[src/rtl/scr_pkg.sv]
// Package: shared types and tap selection for the byte-position scrambler.
// Assumes shift register widths from 3 to 7 bits.
package scr_pkg;

    typedef enum logic {
        SEQ_IDLE = 1'b0,
        SEQ_RUN  = 1'b1
    } seq_state_t;

    // Second feedback tap (beside the MSB) of a maximal-length register of width w.
    function automatic int lfsr_tap(input int w);
        case (w)
            3:       return 1;
            4:       return 2;
            5:       return 2;
            6:       return 4;
            7:       return 5;
            default: return 2;
        endcase
    endfunction

endpackage

[src/rtl/scr_seed_store.sv]
// Seed holder: keeps the secret start state of the address generator.
// A zero seed is refused and flagged, so the stored seed is always nonzero.
module scr_seed_store #(
    parameter int W = 4
) (
    input  logic         clk,
    input  logic         rst_n,
    input  logic         seed_we,
    input  logic [W-1:0] seed_in,
    output logic [W-1:0] seed_q,
    output logic         err_q
);

    localparam logic [W-1:0] RESET_SEED = W'(1);

    // Accept nonzero seeds, flag and drop zero ones.
    always_ff @(posedge clk) begin
        if (!rst_n) begin
            seed_q <= RESET_SEED;
            err_q  <= 1'b0;
        end else if (seed_we) begin
            if (seed_in == '0) begin
                err_q <= 1'b1;
            end else begin
                seed_q <= seed_in;
                err_q  <= 1'b0;
            end
        end
    end

    a_r3_zero_seed_kept: assert property (@(posedge clk) disable iff (!rst_n)
        (seed_we && seed_in == '0) |=> (err_q && $stable(seed_q)));

    a_r2_seed_taken: assert property (@(posedge clk) disable iff (!rst_n)
        (seed_we && seed_in != '0) |=> (!err_q && seed_q == $past(seed_in)));

endmodule

[src/rtl/scr_addr_lfsr.sv]
// Address generator: a maximal-length shift register extended with the
// all-zero state, so it walks all 2^W values once per period.
// Assumes load and step are never both wanted (load wins).
module scr_addr_lfsr #(
    parameter int W = 4
) (
    input  logic         clk,
    input  logic         rst_n,
    input  logic         load,
    input  logic         step,
    input  logic [W-1:0] seed,
    output logic [W-1:0] state
);

    localparam int TAP = scr_pkg::lfsr_tap(W);

    logic fb;

    // Feedback with the zero-run term that splices the all-zero state in.
    always_comb begin
        fb = state[W-1] ^ state[TAP] ^ (state[W-2:0] == '0);
    end

    // Load the seed at block start, then advance once per transfer.
    always_ff @(posedge clk) begin
        if (!rst_n) begin
            state <= W'(1);
        end else if (load) begin
            state <= seed;
        end else if (step) begin
            state <= {state[W-2:0], fb};
        end
    end

    a_r4_step_moves: assert property (@(posedge clk) disable iff (!rst_n)
        (step && !load) |=> (state != $past(state)));

endmodule

[src/rtl/scr_sequencer.sv]
// Block sequencer: accepts start when idle, captures mode and core bit,
// counts 2^W transfers and pulses done once after the last one.
module scr_sequencer #(
    parameter int W = 4
) (
    input  logic         clk,
    input  logic         rst_n,
    input  logic         start,
    input  logic         decrypt,
    input  logic         core_sel,
    output logic         run,
    output logic         load,
    output logic [W-1:0] count,
    output logic         mode_q,
    output logic         core_q,
    output logic         done
);

    import scr_pkg::*;

    localparam logic [W-1:0] LAST = '1;

    seq_state_t st;

    // Decode run and accepted-start strobes from the state.
    always_comb begin
        run  = (st == SEQ_RUN);
        load = (st == SEQ_IDLE) && start;
    end

    // Step through the block and raise the end pulse.
    always_ff @(posedge clk) begin
        if (!rst_n) begin
            st     <= SEQ_IDLE;
            count  <= '0;
            mode_q <= 1'b0;
            core_q <= 1'b0;
            done   <= 1'b0;
        end else begin
            done <= 1'b0;
            case (st)
                SEQ_IDLE: begin
                    if (start) begin
                        st     <= SEQ_RUN;
                        count  <= '0;
                        mode_q <= decrypt;
                        core_q <= core_sel;
                    end
                end
                SEQ_RUN: begin
                    count <= count + 1'b1;
                    if (count == LAST) begin
                        st   <= SEQ_IDLE;
                        done <= 1'b1;
                    end
                end
                default: st <= SEQ_IDLE;
            endcase
        end
    end

    a_r9_done_single: assert property (@(posedge clk) disable iff (!rst_n)
        done |=> !done);

    a_r8_core_held: assert property (@(posedge clk) disable iff (!rst_n)
        (run && $past(run)) |-> ($stable(core_q) && $stable(mode_q)));

    a_r10_start_ignored: assert property (@(posedge clk) disable iff (!rst_n)
        (run && start && count != LAST) |=> (run && count == $past(count) + 1'b1));

endmodule

[src/rtl/seeded_byte_scrambler.sv]
// Top: moves a block of bytes between a shared buffer and a shared data
// memory, using shift register states as data-memory addresses.
// Assumes both memories return read data combinationally from the address.
module seeded_byte_scrambler #(
    parameter int ADDR_W = 4,
    parameter int DATA_W = 8
) (
    input  logic              clk,
    input  logic              rst_n,
    input  logic              seed_we,
    input  logic [ADDR_W-1:0] seed_in,
    output logic              seed_err,
    input  logic              start,
    input  logic              decrypt,
    input  logic              core_sel,
    output logic [ADDR_W:0]   buf_addr,
    output logic              buf_we,
    output logic [DATA_W-1:0] buf_wdata,
    input  logic [DATA_W-1:0] buf_rdata,
    output logic [ADDR_W:0]   mem_addr,
    output logic              mem_we,
    output logic [DATA_W-1:0] mem_wdata,
    input  logic [DATA_W-1:0] mem_rdata,
    output logic              done
);

    localparam int BLOCK = 1 << ADDR_W;

    logic [ADDR_W-1:0] seed_q;
    logic [ADDR_W-1:0] lfsr_q;
    logic [ADDR_W-1:0] count;
    logic              run;
    logic              load;
    logic              mode_q;
    logic              core_q;

    scr_seed_store #(.W(ADDR_W)) u_seed (
        .clk     (clk),
        .rst_n   (rst_n),
        .seed_we (seed_we),
        .seed_in (seed_in),
        .seed_q  (seed_q),
        .err_q   (seed_err)
    );

    scr_sequencer #(.W(ADDR_W)) u_seq (
        .clk      (clk),
        .rst_n    (rst_n),
        .start    (start),
        .decrypt  (decrypt),
        .core_sel (core_sel),
        .run      (run),
        .load     (load),
        .count    (count),
        .mode_q   (mode_q),
        .core_q   (core_q),
        .done     (done)
    );

    scr_addr_lfsr #(.W(ADDR_W)) u_lfsr (
        .clk   (clk),
        .rst_n (rst_n),
        .load  (load),
        .step  (run),
        .seed  (seed_q),
        .state (lfsr_q)
    );

    // Route addresses with the core bit on top and steer data by mode.
    always_comb begin
        buf_addr  = {core_q, count};
        mem_addr  = {core_q, lfsr_q};
        buf_we    = run && mode_q;
        mem_we    = run && !mode_q;
        buf_wdata = mem_rdata;
        mem_wdata = buf_rdata;
    end

    // Addresses visited in the current block (assertion support).
    logic [BLOCK-1:0] seen;

    always_ff @(posedge clk) begin
        if (!rst_n) begin
            seen <= '0;
        end else if (load) begin
            seen <= '0;
        end else if (run) begin
            seen[lfsr_q] <= 1'b1;
        end
    end

    a_r7_visit_once: assert property (@(posedge clk) disable iff (!rst_n)
        run |-> !seen[lfsr_q]);

    a_r9_done_after_all: assert property (@(posedge clk) disable iff (!rst_n)
        done |-> (seen == '1 && !buf_we && !mem_we));

    a_r5_one_direction: assert property (@(posedge clk) disable iff (!rst_n)
        !(buf_we && mem_we));

endmodule

[config.mk]
export PLATFORM = sky130hd
export DESIGN_NAME = seeded_byte_scrambler
export DESIGN_NICKNAME = d
export VERILOG_FILES = /design/src/rtl/scr_pkg.sv /design/src/rtl/scr_seed_store.sv /design/src/rtl/scr_addr_lfsr.sv /design/src/rtl/scr_sequencer.sv /design/src/rtl/seeded_byte_scrambler.sv
export SDC_FILE = /design/constraint.sdc
export NUM_CORES = 1
export LEC_CHECK = 0
export BUFFER_PORTS_ARGS = -buffer_cell sky130_fd_sc_hd__buf_2
export CAP_MARGIN = 20
export CORE_AREA = 2 2 45 55
export CTS_BUF_LIST = sky130_fd_sc_hd__clkbuf_4
export DETAILED_ROUTE_END_ITERATION = 10
export DIE_AREA = 0 0 47 57
export PLACE_DENSITY = 0.83
export RECOVER_POWER = 25
export SYNTH_ARGS = -nofsm -noshare
export SYNTH_HDL_FRONTEND = slang
export SYNTH_SLANG_ARGS = --single-unit
[constraint.sdc]
create_clock -name clk -period 1.5 [get_ports clk]
set_input_delay 0 -clock clk [delete_from_list [all_inputs] [get_ports clk]]
set_output_delay 0 -clock clk [all_outputs]
set_load 0.01 [all_outputs]
==> results of run 1 <==
==> metal layers <==
metal	track usage [%]	vias to the layer above	wire (um)
met5	0	-	0
met4	6.75	0	19
met3	5.70	2	126
met2	22.1	24	818
met1	14.7	318	637
li1	-	331	-
==> state kept, by name (all words and copies together), names as in the netlist <==
register       cells
u_seq.mode_q       1
u_seed.seed_q      4
u_seq.done         1
u_seq.core_q       1
u_seed.err_q       1
u_seq.count        4
u_lfsr.state       4
u_seq.run          1
==> worst reg2reg max path, stage by stage (launching register included) <==
cell	delay [ps]
sky130_fd_sc_hd__dfxtp_1	430
sky130_fd_sc_hd__ha_1	230
sky130_fd_sc_hd__nand4_1	130
sky130_fd_sc_hd__nor3b_1	170
==> worst max-delay path by stage <==
stage                                 from                           to  slack [ps]
2_1_floorplan  u_seq.count[0]$_SDFFE_PN0P_         u_seq.run$_SDFF_PN0_         500
3_3_place_gp          u_seq.run$_SDFF_PN0_  u_seq.count[3]$_SDFFE_PN0P_         320
3_5_place_dp          u_seq.run$_SDFF_PN0_         u_seq.run$_SDFF_PN0_         250
4_1_cts               u_seq.run$_SDFF_PN0_                       buf_we          80
5_1_grt               u_seq.run$_SDFF_PN0_                       mem_we         220
6_report              u_seq.run$_SDFF_PN0_                       mem_we         320
==> report_power, final <==
part / total [mW] / internal, mW / switching [mW]
clock network: 0.256 / 0.0996 / 0.157
registers: 0.504 / 0.475 / 0.0289
logic: 0.138 / 0.0732 / 0.0645
total: 0.898 / 0.648 / 0.250
==> stage by stage <==
step	cells	area, um^2	util [%]	setup slack, ps	power [mW]
floorplan	95	932	-	498	0.659
global placement	126	898	41.1	316	0.638
detailed placement	126	898	41.1	254	0.645
CTS	134	966	44.2	80.3	0.904
global route	134	967	44.2	224	0.940
finish	134	967	44.2	320	0.898
==> layout make-up <==
cell class / count / area (um^2)
Clock buffer: 3 / 22.5
Timing Repair Buffer: 27 / 155
Tap cell: 31 / 38.8
Fill cell: 237 / 1220
Sequential cell: 17 / 342
Clock inverter: 1 / 5.00
Multi-Input combinational cell: 53 / 397
Inverter: 2 / 7.51
==> cells by family after synthesis <==
kind of cell,share of synthesized area (%)
simple gates,14.8
mux,12.3
compound gates,13.2
fa+ha+maj,1.34
flops,36.5
buf+inv,20.9
xor+xnor,0.940
==> cell usage in the layout (no fill, tap or decap), types with 2 or more instances in the layout <==
| cell type | netlist | layout |
|---|---|---|
| sky130_fd_sc_hd__nand4_1 | 3 | 3 |
| sky130_fd_sc_hd__clkbuf_4 | 0 | 3 |
| sky130_fd_sc_hd__a21oi_1 | 3 | 3 |
| sky130_fd_sc_hd__nor2b_1 | 3 | 3 |
| sky130_fd_sc_hd__dlygate4sd3_1 | 0 | 4 |
| sky130_fd_sc_hd__buf_2 | 2 | 23 |
| sky130_fd_sc_hd__dfxtp_1 | 17 | 16 |
| sky130_fd_sc_hd__mux2i_1 | 7 | 7 |
| sky130_fd_sc_hd__nor2_1 | 12 | 12 |
| sky130_fd_sc_hd__o31ai_1 | 4 | 4 |
| sky130_fd_sc_hd__mux2_4 | 3 | 3 |
| sky130_fd_sc_hd__a22oi_1 | 3 | 3 |
| sky130_fd_sc_hd__nor3b_1 | 2 | 2 |
==> what timing repair did <==
action | CTS | global route
hold buffers | 4 | 0
resized for setup | 0 | 1
endpoints found under the setup margin | 0 | 1
hold endpoints to repair | 4 | 0
==> run summary, run 1 <==
Slowest-stage cell, CP: sky130_fd_sc_hd__dfxtp_2
Worst hold path startpoint: mem_rdata[3]
TritonCTS Buffers: 3
Length in cells of the worst reg-to-reg path: 3
Routed vias: 675
Async SR Flop Fraction: 0%
Total power per unit cell area: 928 mW/mm^2
Final-report setup violation count: 0
Final hold violation count: 0
Ordered list of cells on the worst path: nor2b_1 -> buf_2
Critical path peak fanout: 17
Worst path arrival time: 1180 ps
Ports placed on the boundary: 56
FMAX: 848 MHz
Number of flops mapped to enable cells by yosys: 0
Syn Nets: 122
TNS Setup: 0 ps
Leakage power summed over all cells: 0.425 nW
Residual antenna-violating net count after detailed routing: 0
Rows: 19
Worst clock skew on the final layout: 3.81 ps
Vias per cell: 5.04
Number of antenna diodes: 0
Number of instances in the synthesized netlist: 95
Sort of element at the start of the critical path: flop
Seq/Total Area, Yosys: 36.5%
Final critical path time including I/O delays and setup: 1180 ps
Logic depth of the worst setup path including buffers: 2
Clock latency on the worst-skew pair: 300 ps
Fraction of layout instances using a drive strength above 1: 35.0%
Top_reg_cell synth: sky130_fd_sc_hd__dfxtp_1
Layout Nets: 131
Number of cells on the worst hold path: 0
Average detailed-routed wire length per instance: 12.0 um
Die span in y: 57 um
Cell taking the most area after synthesis: sky130_fd_sc_hd__dfxtp_1
Highest ir drop seen on vdd: 0.000656 V
Post-synth design cell area: 932 um^2
Data required time at the worst endpoint: 1500 ps
Worst Hold Path EP: buf_wdata[3]
Final slew viol count: 0
Total Die Area: 0.00268 mm^2
Level count of the clock H-tree: 1
Total wire length: 1600 um
Initial Utilization: 42.6%
TritonRoute pass-1 iters: 4
Unrepaired setup endpoints after global routing: no
Share of Yosys cell area claimed by the top area cell type: 36.5%
CTS tree: built
Final worst path period share: 78.7%
Number of different library cells in the post-synthesis netlist: 29
Detailed router's first-iteration violation count: 11
Largest net degree at the start of global routing: 18
Max_slew headroom: 76.0%
Buffer depth of the longest clock path: 2
Final worst hold slack: 0.00445 ps
Count of maximum capacitance violations: 0
Critical Setup Path Class: reg2out
Kind of end point of the critical path: primary output
Die Width: 47 um
Library cell with the highest instance count after synthesis: sky130_fd_sc_hd__buf_4
Area Overhead vs Synth: 3.76%
Yosys warns: 0
Startpoint of the most critical register-to-register path: u_seq.count[0]$_SDFFE_PN0P_
Library cell used as clock root buffer: sky130_fd_sc_hd__clkbuf_4
Synth Register Bits: 17
Critical Path Max Stage Delay: 570 ps
Number of global-route vias before repair: 676
Average cell area after synthesis: 9.81 um^2
Result of the run: completed
Worst Max-Slew Pin Slew: 360 ps
Clock slew at the register clock pins of the worst setup and hold paths: 100 ps
Top delay family on crit path: flip-flops
Grt total ovfl: 0
Bufs and invs on worst path: 1
Total core area: 0.00219 mm^2
Number of input and output port buffers inserted: 23
Synth cell count leaders: sky130_fd_sc_hd__buf_4 (18), sky130_fd_sc_hd__dfxtp_1 (17), sky130_fd_sc_hd__nor2_1 (12), sky130_fd_sc_hd__mux2i_1 (7), sky130_fd_sc_hd__o31ai_1 (4)
Number of buffers inserted to repair setup after CTS: 0
Endpoint of the most critical register-to-register path: u_seq.run$_SDFF_PN0_
Sink count of the clock tree: 17
Worst reg-to-reg setup slack: 430 ps
DRC: 0
Biggest area contributors in the synthesized netlist: sky130_fd_sc_hd__dfxtp_1 (37%), sky130_fd_sc_hd__buf_4 (14%), sky130_fd_sc_hd__mux2i_1 (7.5%), sky130_fd_sc_hd__mux2_4 (4.8%), sky130_fd_sc_hd__nor2_1 (4.8%)
GP Congestion: 0.731
Detail Placement HPWL: 1180 um
Antenna violations before repair: 0
Wire length of the first global-routing pass: 2750 um
Total global routing track utilization: 13.6%
Worst Hold Class: in2out
(Power assumes the default switching activity.)
==> run 2, diff against run 1 <==
Settings changed: CORE_AREA 2 2 45 55 to 2 2 48 58, DIE_AREA 0 0 47 57 to 0 0 50 60, PLACE_DENSITY 0.83 to 0.78.
Clock period 1.5 ns to 1 ns, I/O delays scaled along.
==> run 2 against run 1 <==
  * The run now ends with negative setup slack left
  * Sequential cell count is the same
  * Global-route usage shrank 0.94 points
  * Clock power grew 65%
  * Sequential share of layout area shrank 3.9 points
  * Power grew 61%
  * Register-to-register slack lost 440 ps
  * Core utilization shrank 0.13 points
  * Critical path depth grew 1
  * Cell area grew 13%
  * Wire length grew 12%
==> run summary, run 2 (same netlist as run 1, synthesis figures left out) <==
Critical Setup Path Class: reg2out
Slowest-stage cell, CP: sky130_fd_sc_hd__dfxtp_2
Total core area: 0.00248 mm^2 (+13%)
Final slew viol count: 0 (unchanged)
Antenna violations before repair: 0 (unchanged)
Number of antenna diodes: 0 (unchanged)
Most frequent cells in the layout: sky130_fd_sc_hd__buf_2 (21), sky130_fd_sc_hd__dfxtp_1 (15), sky130_fd_sc_hd__nor2_1 (12), sky130_fd_sc_hd__mux2i_1 (7), sky130_fd_sc_hd__buf_4 (5)
Largest net degree at the start of global routing: 18 (unchanged)
Detailed router's first-iteration violation count: 4 (-7)
Total wire length: 1800 um (+12%)
Internal power contribution: 1.05 mW (+61%)
Post-detailed-placement cell area: 937 um^2 (+4.3%)
TritonRoute pass-1 iters: 3 (-1)
Count of maximum capacitance violations: 0 (unchanged)
Placed cell count: 131 (+4.0%)
Total global routing track utilization: 12.7% (-0.94 points)
Length in cells of the worst reg-to-reg path: 4 (+1)
Final setup slack of the worst path: -40.3 ps (-360 ps)
Detail Placement HPWL: 1250 um (+6.3%)
Unrepaired setup endpoints after global routing: yes
Portion of total power attributed to combinational logic: 19.5% (+4.2 points)
Net switching share of the total power: 27.6% (-0.22 points)
Data required time at the worst endpoint: 1000 ps (-500 ps)
Count of non-filler cells in the finished layout: 142 (+6.0%)
Critical path peak fanout: 9 (-8)
Fraction of layout instances using a drive strength above 1: 46.8% (+12 points)
Bufs and invs on worst path: 2 (+1)
Buffer depth of the longest clock path: 2 (unchanged)
Die span in y: 60 um (+5.3%)
Grt total ovfl: 0 (unchanged)
Number of global-route vias before repair: 660 (-2.4%)
Worst clock skew on the final layout: 4.21 ps (+0.402 ps)
Level count of the clock H-tree: 1 (unchanged)
Startpoint of the most critical register-to-register path: u_seq.run$_SDFF_PN0_
Worst path arrival time: 1040 ps (-140 ps)
Layout Utilization: 44.1% (-0.13 points)
Ports placed on the boundary: 56 (unchanged)
Kind of end point of the critical path: primary output
Top delay family on crit path: flip-flops
TritonCTS Buffers: 3 (unchanged)
Power share of the sequential group: 51.3% (-4.8 points)
Critical Path Max Stage Delay: 340 ps (-230 ps)
Biggest regs: u_lfsr.state: 4 flops, u_seed.seed_q: 4 flops, u_seq.count: 4 flops
DRC: 0 (unchanged)
Ordered list of cells on the worst path: buf_12 -> and2_4 -> buf_6
Number of cells on the worst hold path: 0 (unchanged)
Sort of element at the start of the critical path: flop
Launching element of the worst setup path: u_seq.run$_SDFF_PN0_
NetSw: 0.400 mW (+60%)
Endpoint of the most critical register-to-register path: u_seq.run$_SDFF_PN0_
Final worst path period share: 104%
Wire length of the first global-routing pass: 2880 um (+4.5%)
Total Die Area: 0.00300 mm^2 (+12%)
Sink count of the clock tree: 17 (unchanged)
Die Width: 50 um (+6.4%)
Area occupied by multi-input gates: 445 um^2 (+12%)
Max_slew headroom: 76.4% (+0.37 points)
Number of input and output port buffers inserted: 23 (unchanged)
Violations in the final reports: negative setup slack
Residual antenna-violating net count after detailed routing: 0 (unchanged)
Total power per unit cell area: 1320 mW/mm^2 (+43%)
Leakage power summed over all cells: 0.476 nW (+12%)
FMAX: 961 MHz
FF+latch area: 343 um^2 (+0.37%)
Layout Nets: 137 (+4.6%)
Clock slew at the register clock pins of the worst setup and hold paths: 100 ps (about the same)
Filler instances: 256 (+8.0%)
Worst Hold Class: in2out
Routed vias: 701 (+3.9%)
CTS tree: built
Vias per cell: 4.94 (-2.0%)
GP Congestion: 0.726 (-0.77%)
Area Overhead vs Synth: 17.2%
Worst reg-to-reg setup slack: -10 ps (-440 ps)
Result of the run: complete, but fails checks
Worst Setup Slack post-DPL: 25.3 ps (-229 ps)
Highest ir drop seen on vdd: 0.000630 V (-4.0%)
Setup crit end: buf_we
TNS Setup: -88.2 ps (-88.2 ps)
Worst Max-Slew Pin Slew: 354 ps (-6.13 ps)
Clock Power Share: 29.2% (+0.6 points)
Final hold violation count: 0 (unchanged)
Total non-filler cell area in the finished layout: 0.00109 mm^2 (+13%)
Average detailed-routed wire length per instance: 12.7 um (+6.0%)
Initial Utilization: 37.6% (-5.0 points)
Clock latency on the worst-skew pair: 310 ps (about the same)
Most common cell after layout, fill and taps aside: sky130_fd_sc_hd__buf_2
Library cell used as clock root buffer: sky130_fd_sc_hd__clkbuf_4
Final critical path time including I/O delays and setup: 1040 ps
Rows: 20 (+1)
Final-report setup violation count: 4 (+4)
Logic depth of the worst setup path including buffers: 3 (+1)
-- run 2: what timing repair did --
item                                   CTS  global route
buffers inserted                         3             0
hold buffers                             4             0
setup endpoints to repair                2            10
cloned                                   0             0
endpoints found under the hold margin    4             0
gates resized for setup                  7             6
pin swaps                                0             5
-- run 2: layer usage --
| metal | vias to the layer above | routed length [um] | global-route usage [%] |
|---|---|---|---|
| li1 | 343 | - | - |
| met2 | 24 | 977 | 22.7 |
| met5 | - | 0 | 0 |
| met3 | 5 | 96 | 4.75 |
| met4 | 0 | 38 | 7.14 |
| met1 | 329 | 686 | 12.6 |
-- run 2: how the worst min path moves through the flow --
stage                              end    startpoint
after global routing      buf_wdata[3]  mem_rdata[3]
after detailed placement  buf_wdata[0]  mem_rdata[0]
after global placement    buf_wdata[0]  mem_rdata[0]
after CTS                 buf_wdata[0]  mem_rdata[0]
final                     mem_wdata[3]  buf_rdata[3]
after floorplan           buf_wdata[0]  mem_rdata[0]
-- run 2: worst register-to-register path, stage by stage, from the launching register on --
cell,delay [ps]
sky130_fd_sc_hd__dfxtp_2,350
sky130_fd_sc_hd__buf_12,120
sky130_fd_sc_hd__buf_4,120
sky130_fd_sc_hd__nand4_1,120
sky130_fd_sc_hd__nor3b_2,190
-- run 2: power by group through the flow --
stage / logic (mW) / clock network, mW / registers [mW]
after detailed placement: 0.233 / 0 / 0.755
after CTS: 0.276 / 0.419 / 0.742
after floorplan: 0.230 / 0 / 0.758
after global routing: 0.303 / 0.441 / 0.747
after global placement: 0.226 / 0 / 0.754
final: 0.281 / 0.422 / 0.742
-- run 2: area by class of cell --
cell class / count / area share [%]
clock buffer: 4 / 2.75
sequential: 17 / 31.4
inverter: 2 / 0.687
multi-input combinational: 53 / 40.8
tap: 33 / 3.78
timing repair buffer: 33 / 20.6
-- run 2: per-stage QoR --
step           hold WS (ps)  total power, mW
2_1_floorplan          91.8            0.989
3_3_place_gp         0.0686            0.980
3_5_place_dp         0.0686            0.988
4_1_cts              0.0686             1.44
5_1_grt              0.0159             1.49
6_report            0.00443             1.45
